### config.mk
export PLATFORM = sky130hd
export DESIGN_NAME = spy_tap
export DESIGN_NICKNAME = d
export VERILOG_FILES = /design/src/rtl/spy_tap_pkg.sv /design/src/rtl/spy_prescale.sv /design/src/rtl/spy_capture.sv /design/src/rtl/spy_sat_counter.sv /design/src/rtl/spy_tap.sv
export SDC_FILE = /design/constraint.sdc
export NUM_CORES = 1
export LEC_CHECK = 0
export BUFFER_PORTS_ARGS = -buffer_cell sky130_fd_sc_hd__buf_2
export CORE_MARGIN = 2
export CORE_UTILIZATION = 43
export CTS_CLUSTER_DIAMETER = 30
export DETAILED_ROUTE_END_ITERATION = 6
export PLACE_DENSITY = 0.68
export SETUP_SLACK_MARGIN = 0.3
export SLEW_MARGIN = 15
export SYNTH_ARGS = -nofsm -noshare
export SYNTH_HDL_FRONTEND = slang
export SYNTH_SLANG_ARGS = --single-unit
### constraint.sdc
create_clock -name clk -period 3.8 [get_ports clk]
set_input_delay 0.57 -clock clk [delete_from_list [all_inputs] [get_ports clk]]
set_output_delay 0.57 -clock clk [all_outputs]
set_load 0.01 [all_outputs]
### src/rtl/spy_tap_pkg.sv
package spy_tap_pkg;
  typedef enum logic [1:0] {
    PS_OFF   = 2'd0,
    PS_EVERY = 2'd1,
    PS_RATIO = 2'd2,
    PS_RSVD  = 2'd3
  } ps_mode_e;
endpackage

### src/rtl/spy_prescale.sv
module spy_prescale
  import spy_tap_pkg::*;
#(
  parameter int CW = 16
) (
  input  logic          clk,
  input  logic          rst_n,
  input  logic          restart,
  input  ps_mode_e      mode,
  input  logic [CW-1:0] ratio_m1,
  input  logic          ev_start,
  output logic          pick
);
  logic [CW-1:0] cnt;

  always_comb begin
    unique case (mode)
      PS_EVERY: pick = 1'b1;
      PS_RATIO: pick = (cnt == '0);
      default:  pick = 1'b0;
    endcase
  end

  always_ff @(posedge clk) begin
    if (!rst_n) begin
      cnt <= '0;
    end else if (restart) begin
      cnt <= '0;
    end else if (ev_start && mode == PS_RATIO) begin
      cnt <= (cnt == ratio_m1) ? '0 : cnt + 1'b1;
    end
  end


  restart_chk: assert property (@(posedge clk) disable iff (!rst_n)
    restart |=> (cnt == '0));


  ratio_step_chk: assert property (@(posedge clk) disable iff (!rst_n)
    (!restart && ev_start && mode == PS_RATIO && cnt != ratio_m1) |=> (cnt == $past(cnt) + 1'b1));
endmodule

### src/rtl/spy_capture.sv
module spy_capture #(
  parameter int DW = 32,
  parameter int LW = 16
) (
  input  logic          clk,
  input  logic          rst_n,
  input  logic          in_valid,
  output logic          in_ready,
  input  logic [DW-1:0] in_data,
  input  logic          in_last,
  output logic          out_valid,
  input  logic          out_ready,
  output logic [DW-1:0] out_data,
  output logic          out_last,
  input  logic          pick,
  input  logic          debug,
  input  logic          dat_af,
  input  logic          len_af,
  output logic          ev_start,
  output logic          drop,
  output logic          dat_we,
  output logic [DW-1:0] dat_wd,
  output logic          len_we,
  output logic [LW-1:0] len_wd
);
  logic          in_event;
  logic          spying;
  logic [LW-1:0] wcnt;
  logic          first, full_any, hold, xfer, take_now;

  assign first    = ~in_event;
  assign full_any = dat_af | len_af;
  assign hold     = debug & ((first & pick & full_any) | (in_event & spying & dat_af));

  assign out_valid = in_valid & ~hold;
  assign in_ready  = out_ready & ~hold;
  assign out_data  = in_data;
  assign out_last  = in_last;

  assign xfer     = in_valid & in_ready;
  assign take_now = first ? (pick & ~full_any) : spying;
  assign ev_start = xfer & first;
  assign drop     = ev_start & pick & full_any;
  assign dat_we   = xfer & take_now;
  assign dat_wd   = in_data;

  always_ff @(posedge clk) begin
    if (!rst_n) begin
      in_event <= 1'b0;
      spying   <= 1'b0;
      wcnt     <= '0;
      len_we   <= 1'b0;
      len_wd   <= '0;
    end else begin
      len_we <= dat_we & in_last;
      if (dat_we && in_last) len_wd <= wcnt + 1'b1;
      if (xfer) begin
        in_event <= ~in_last;
        spying   <= take_now & ~in_last;
      end
      if (dat_we) wcnt <= in_last ? '0 : wcnt + 1'b1;
    end
  end


  len_after_last_chk: assert property (@(posedge clk) disable iff (!rst_n)
    len_we |-> $past(dat_we && in_last));


  no_hold_normal_chk: assert property (@(posedge clk) disable iff (!rst_n)
    !debug |-> (in_ready == out_ready));


  whole_event_chk: assert property (@(posedge clk) disable iff (!rst_n)
    ($past(dat_we && !in_last) && in_valid && in_ready) |-> dat_we);


  debug_hold_chk: assert property (@(posedge clk) disable iff (!rst_n)
    (debug && first && pick && full_any) |-> (!out_valid && !dat_we));


  write_on_xfer_chk: assert property (@(posedge clk) disable iff (!rst_n)
    dat_we |-> (out_valid && out_ready));
endmodule

### src/rtl/spy_sat_counter.sv
module spy_sat_counter #(
  parameter int W = 16
) (
  input  logic         clk,
  input  logic         rst_n,
  input  logic         inc,
  output logic [W-1:0] count
);
  localparam logic [W-1:0] TOP = '1;

  always_ff @(posedge clk) begin
    if (!rst_n)                   count <= '0;
    else if (inc && count != TOP) count <= count + 1'b1;
  end


  sat_hold_chk: assert property (@(posedge clk) disable iff (!rst_n)
    (count == TOP) |=> (count == TOP));


  drop_step_chk: assert property (@(posedge clk) disable iff (!rst_n)
    (inc && count != TOP) |=> (count == $past(count) + 1'b1));
endmodule

### src/rtl/spy_tap.sv
module spy_tap
  import spy_tap_pkg::*;
#(
  parameter int DATA_W  = 32,
  parameter int LEN_W   = 16,
  parameter int RATIO_W = 16,
  parameter int DROP_W  = 16
) (
  input  logic               clk,
  input  logic               rst_n,
  input  logic               in_valid,
  output logic               in_ready,
  input  logic [DATA_W-1:0]  in_data,
  input  logic               in_last,
  output logic               out_valid,
  input  logic               out_ready,
  output logic [DATA_W-1:0]  out_data,
  output logic               out_last,
  output logic               spy_dat_we,
  output logic [DATA_W-1:0]  spy_dat_wd,
  input  logic               spy_dat_afull,
  output logic               spy_len_we,
  output logic [LEN_W-1:0]   spy_len_wd,
  input  logic               spy_len_afull,
  input  logic               cfg_we,
  input  logic [1:0]         cfg_mode,
  input  logic [RATIO_W-1:0] cfg_ratio_m1,
  input  logic               cfg_debug,
  output logic [DROP_W-1:0]  drop_count
);
  ps_mode_e           mode_q;
  logic [RATIO_W-1:0] ratio_q;
  logic               debug_q;
  logic               pick, ev_start, drop;

  always_ff @(posedge clk) begin
    if (!rst_n) begin
      mode_q  <= PS_OFF;
      ratio_q <= '0;
      debug_q <= 1'b0;
    end else if (cfg_we) begin
      mode_q  <= ps_mode_e'(cfg_mode);
      ratio_q <= cfg_ratio_m1;
      debug_q <= cfg_debug;
    end
  end

  spy_prescale #(.CW(RATIO_W)) u_pre (
    .clk(clk), .rst_n(rst_n), .restart(cfg_we), .mode(mode_q),
    .ratio_m1(ratio_q), .ev_start(ev_start), .pick(pick)
  );

  spy_capture #(.DW(DATA_W), .LW(LEN_W)) u_cap (
    .clk(clk), .rst_n(rst_n),
    .in_valid(in_valid), .in_ready(in_ready), .in_data(in_data), .in_last(in_last),
    .out_valid(out_valid), .out_ready(out_ready), .out_data(out_data), .out_last(out_last),
    .pick(pick), .debug(debug_q), .dat_af(spy_dat_afull), .len_af(spy_len_afull),
    .ev_start(ev_start), .drop(drop),
    .dat_we(spy_dat_we), .dat_wd(spy_dat_wd), .len_we(spy_len_we), .len_wd(spy_len_wd)
  );

  spy_sat_counter #(.W(DROP_W)) u_drop (
    .clk(clk), .rst_n(rst_n), .inc(drop), .count(drop_count)
  );


  off_no_spy_chk: assert property (@(posedge clk) disable iff (!rst_n)
    (ev_start && (mode_q == PS_OFF || mode_q == PS_RSVD)) |-> !spy_dat_we);


  reset_quiet_chk: assert property (@(posedge clk)
    !rst_n |=> (!spy_len_we && drop_count == '0));
endmodule

# Yosys cells after proc, flatten, opt, wreduce, memory -nomap -nowiden
# Cells that the tools add are included.
# op_classes
reduce_logical,5
addsub,3
bitwise,22
mux,4
n_eq_ne,4
# ops
operator,count
"16-bit by 1-bit adder with 16-bit output, second input constant",3
16-bit 2-to-1 mux,2
16-bit equality test,1
16-bit zero test,1
"16-bit inequality test, second input constant",1
1-bit AND,15
1-bit NOT,5
1-bit logical AND,3
"2-bit by 1-bit equality test with 1-bit output, second input constant",1
"2-bit equality test, second input constant",1
1-bit bitwise OR,2
1-bit case mux with 2 select lines,1
2-bit OR reduction,1
1-bit 2-to-1 mux,1
# totals
word_cells,48
inputBits,59
output_inout_bits,101
regBits,86

# Logic depth before layout (Yosys ltp)
# logic_depth
ltp_word,13
ltp_mapped,9
mapped_depth_nobuf,8

# By module
# A second synthesis with hierarchy kept.
# unflattened
hier_cells,542
area_unflattened_um2,4703.3
# modules_own_cells
mod,instances,cells_per_inst,seq_area_each_um2,area_each_um2
spy_capture,1,263,700.7,2110.8
spy_prescale,1,122,320.3,1031.0
spy_sat_counter,1,97,320.3,837.1
spy_tap,1,60,380.4,724.4

# Worst setup path before layout
# OpenSTA, ideal clock, no wires.
# synth_path
path_kind,reg2out
startpoint,register u_pre.cnt[0]
endpoint,output in_ready
path_buffers,1
stages_incl_launch_ff,9
t_arrival_ns,1.670
slack_ns,1.560
required_ns,3.230
path_cell_list,dfxtp_1 > inv_1 > ha_1 > nor4b_2 > a41oi_2 > clkbuf_1 > nor2_1 > o21ai_0 > and2_1
# synth_between
elab_chain_cells,8
# synth_lines
element,line,rtl
from (decl),spy_prescale.sv:14,logic [CW-1:0] cnt;
from (signal assigned),spy_prescale.sv:30,cnt <= (cnt == ratio_m1) ? '0 : cnt + 1'b1;
16-bit zero test,spy_prescale.sv:19,PS_RATIO: pick = (cnt == '0);
1-bit case mux with 2 select lines,spy_prescale.sv:17,unique case (mode)
1-bit AND (2 in series),spy_capture.sv:33,assign hold = debug & ((first & pick & full_any) | (in_event & spying & dat_af));
1-bit bitwise OR,spy_capture.sv:33,
1-bit AND,spy_capture.sv:33,
1-bit NOT,spy_capture.sv:36,assign in_ready = out_ready & ~hold;
1-bit AND,spy_capture.sv:36,
to (decl),spy_tap.sv:12,"output logic in_ready,"
# No other way between the ends.

# Final worst setup path
# layout_path
startpoint,register u_pre.cnt[0]
endpoint,register u_drop.count[3]
# layout_between
elab_chain_cells,13
# layout_lines
element,line,rtl
16-bit zero test (*),spy_prescale.sv:19,
1-bit case mux with 2 select lines (*),spy_prescale.sv:17,
1-bit AND (2 in series),spy_capture.sv:33,
1-bit bitwise OR,spy_capture.sv:33,
1-bit AND,spy_capture.sv:33,
1-bit NOT,spy_capture.sv:36,
1-bit AND,spy_capture.sv:36,
1-bit AND,spy_capture.sv:40,assign xfer = in_valid & in_ready;
1-bit AND,spy_capture.sv:42,assign ev_start = xfer & first;
1-bit AND (*) (2 in series),spy_capture.sv:43,assign drop = ev_start & pick & full_any;
1-bit logical AND (*),spy_sat_counter.sv:13,else if (inc && count != TOP) count <= count + 1'b1;
to (signal assigned),spy_sat_counter.sv:13,
to (decl),spy_sat_counter.sv:7,output logic [W-1:0] count
# Mark *: on every way between the ends. The rest lies on a longest branch, timed or not.
# A chain may end at the register's enable or synchronous reset.

==> impl_results.md <==
- Final instance area: 4920 µm²
- Crit path required time: 4.10 ns
- Inst Count DP: between 600 and 700
- Clock Tree Buf Depth: 2
- Antenna-violating nets left: 0
- Final wirelength: 10680 µm
- Setup_tns: 0 ns
- NumNets Final: 614
- Post_cts resized: 0
- VDD IR-drop max: 0.0002300 V
- DRT iter0 DRCs: 160
- Post-synth cell types: 45
- Final worst slack: 0.8271 ns
- Vias in the first global route: 3509
- Layout cells sized above 1: 0.1682
- CTS tree: done
- CTS Hold Bufs: 0
- Kind of critical path: reg -> reg
- Synth Area per Inst: 8.485 µm²
- Core area: 10840 µm²
- Skew-Pair Late Insertion Delay: 0.37 ns
- Die ar.: roughly 12000 µm²
- Arrival time worst endpoint: 3.28 ns
- Register area share after synthesis: 0.3604
- Final clock skew: 0.01134 ns
- Setup violators final: 0
- Vias/cell: 5.494
- Commonest cells after routing, fill and taps aside: 86 x dfxtp_1, 63 x buf_2, 51 x nor2_1
- Synth warnings: 0
- Startpoint Class: register
- FP Rows: 38
- Synth area leaders: dfxtp_1 36%, buf_4 10%, mux2i_1 5.4%, xor2_1 4.8%, a21oi_1 4.2%
- Cell count after synthesis: between 500 and 600
- Hold Vio Cnt, Final: 0
- Max-slew violation count: 0
- RSZ-0062 raised after global routing: false
- PwrDens: 348.8 nW/µm²
- Cell Area, Synth: 4777 µm²
- Syn_nets: 628
- Ys async rst share: 0
- Cell taking the most area after synthesis: dfxtp_1
- Area grow syn2layout: 2.986%
- Postcts setup bufs: 0
- Fin crit share: 0.7823
- Drt wl/cell: about 15 µm
- H-tree levels: 3
- Via count: 3807
- DP Worst Slack: 0.9442 ns
- Global-route wire length before repair: about 17000 µm
- Initial core utilization: 0.4407
- Die height: 109.4 µm
- # IOs: 160
- Crit path max fanout: 18
- Area share of the largest cell type after synthesis: 0.3604
- Non-filler cells in the finished layout: 693
- Min Tclk post-route: 2.973 ns
- GPL Wtd Cong: 0.8612
- Die Wd: 109.4 µm
- First-pass iteration count of the detailed router: 4
- Sink Count: 86
- EDFF count, synth: 0
- PortBufs: 63
- Commonest non-fill, non-tap cell in the layout: dfxtp_1
- Status: finished clean
- Pin count of the biggest net entering global routing: 57
- LEAKAGE: roughly 1.9 nW
- Maxcap violations: 0
- Hold Crit Class: in -> reg
- Slew margin rel.: 0.3683
- HPWL Detailed: 7482 µm
- Root Buffer: clkbuf_8
- Num CTS Buffers: 9
- CP endpoint kind: register
- Initial antenna violation count: 0
- Tot GR Track Use: 0.1827
- Synthesized flop and latch total: 86
- Drc violations: 0
- Highest Clock Rate: 336.4 MHz
- Worst slew pin tran: 0.9433 ns
- ANT cells: 0
- Overflow after GRT: 0
- Placed Area: 4712 µm²
- Clock-pin slew on the worst setup and hold paths: roughly 0.090 ns
- Top_reg_cell synth: dfxtp_1
==> per-stage QoR <==
stage	power, mW	hold WS [ns]	utilization
2_1_floorplan	1.087	0.4449	-
3_3_place_gp	1.054	0.4457	0.4347
3_5_place_dp	1.057	0.4430	0.4347
4_1_cts	1.739	0.4140	0.4538
5_1_grt	1.779	0.4299	0.4538
6_report	1.716	0.4313	0.4538
==> registers in the layout, indices dropped and copies added (netlist names) <==
signal          count
u_cap.len_wd       16
u_cap.spying        1
ratio_q            16
u_cap.wcnt         16
u_pre.cnt          16
u_cap.in_event      1
mode_q              2
u_drop.count       16
u_cap.len_we        1
debug_q             1
==> path summary, 6_finish.rpt <==
kind | startpoint | endpoint | slack, ns | cells after the start
max | u_pre.cnt[0] | u_drop.count[3] | 0.83 | 7
max reg2reg | u_pre.cnt[0] | u_drop.count[3] | 0.83 | 7
min reg2reg | u_cap.len_wd[15] | u_cap.len_wd[15] | 0.46 | 2
min | cfg_ratio_m1[15] | ratio_q[15] | 0.43 | 3
==> cell families after synthesis <==
| family | count (synthesis) | share of synthesized area |
|---|---|---|
| and+or+nand+nor | 180 | 0.2043 |
| buffers and inverters | 109 | 0.1375 |
| DFF | 86 | 0.3604 |
| adders and majority gates | 6 | 0.01571 |
| AOI/OAI and AO/OA | 117 | 0.1561 |
| muxes | 26 | 0.05448 |
| xor gates and xnor gates | 39 | 0.07150 |
==> cells in the mapped netlist, types with 12 or more instances <==
library cell / instances
inv_1: 15
nand2_1: 29
o21ai_0: 21
nand3_1: 16
clkbuf_1: 26
nor2_1: 51
dfxtp_1: 86
buf_4: 65
nor4_1: 12
xor2_1: 26
a21oi_1: 40
mux2i_1: 26
a211oi_1: 15
xnor2_1: 13
o211ai_1: 14
==> routing by layer <==
layer | part of all wire | up-vias | global-route usage
met1 | 0.45 | 1783 | 0.2269
met2 | 0.48 | 97 | 0.3034
met5 | 0 | - | 0
li1 | - | 1913 | -
met3 | 0.047 | 14 | 0.04446
met4 | 0.017 | 0 | 0.07324
==> worst max-delay path, cell delays in order (launching register included) <==
cell and delay, ns:
dfxtp_1 0.35, inv_1 0.10, ha_1 0.17, nor4b_2 0.30
a41oi_2 0.40, or4_1 0.87, or4_1 0.56, a21oi_1 0.15
==> power by group <==
group          leakage (nW)  total [mW]  internal, mW  switching (mW)
Sequential            0.696       0.926         0.914          0.0123
Combinational          1.08       0.109        0.0424          0.0664
Clock                 0.104       0.681         0.353           0.328
Total                  1.89        1.72          1.31           0.407
==> final cells by class <==
cell class	count	area (µm²)
Clock buffer	12	165.2
Clock inverter	3	42.54
Fill cell	1084	5921
Inverter	15	56.30
Multi-Input combinational cell	368	2399
Sequential cell	86	1722
Tap cell	140	175.2
Timing Repair Buffer	69	360.3
Power figures use the tool's default switching activity.
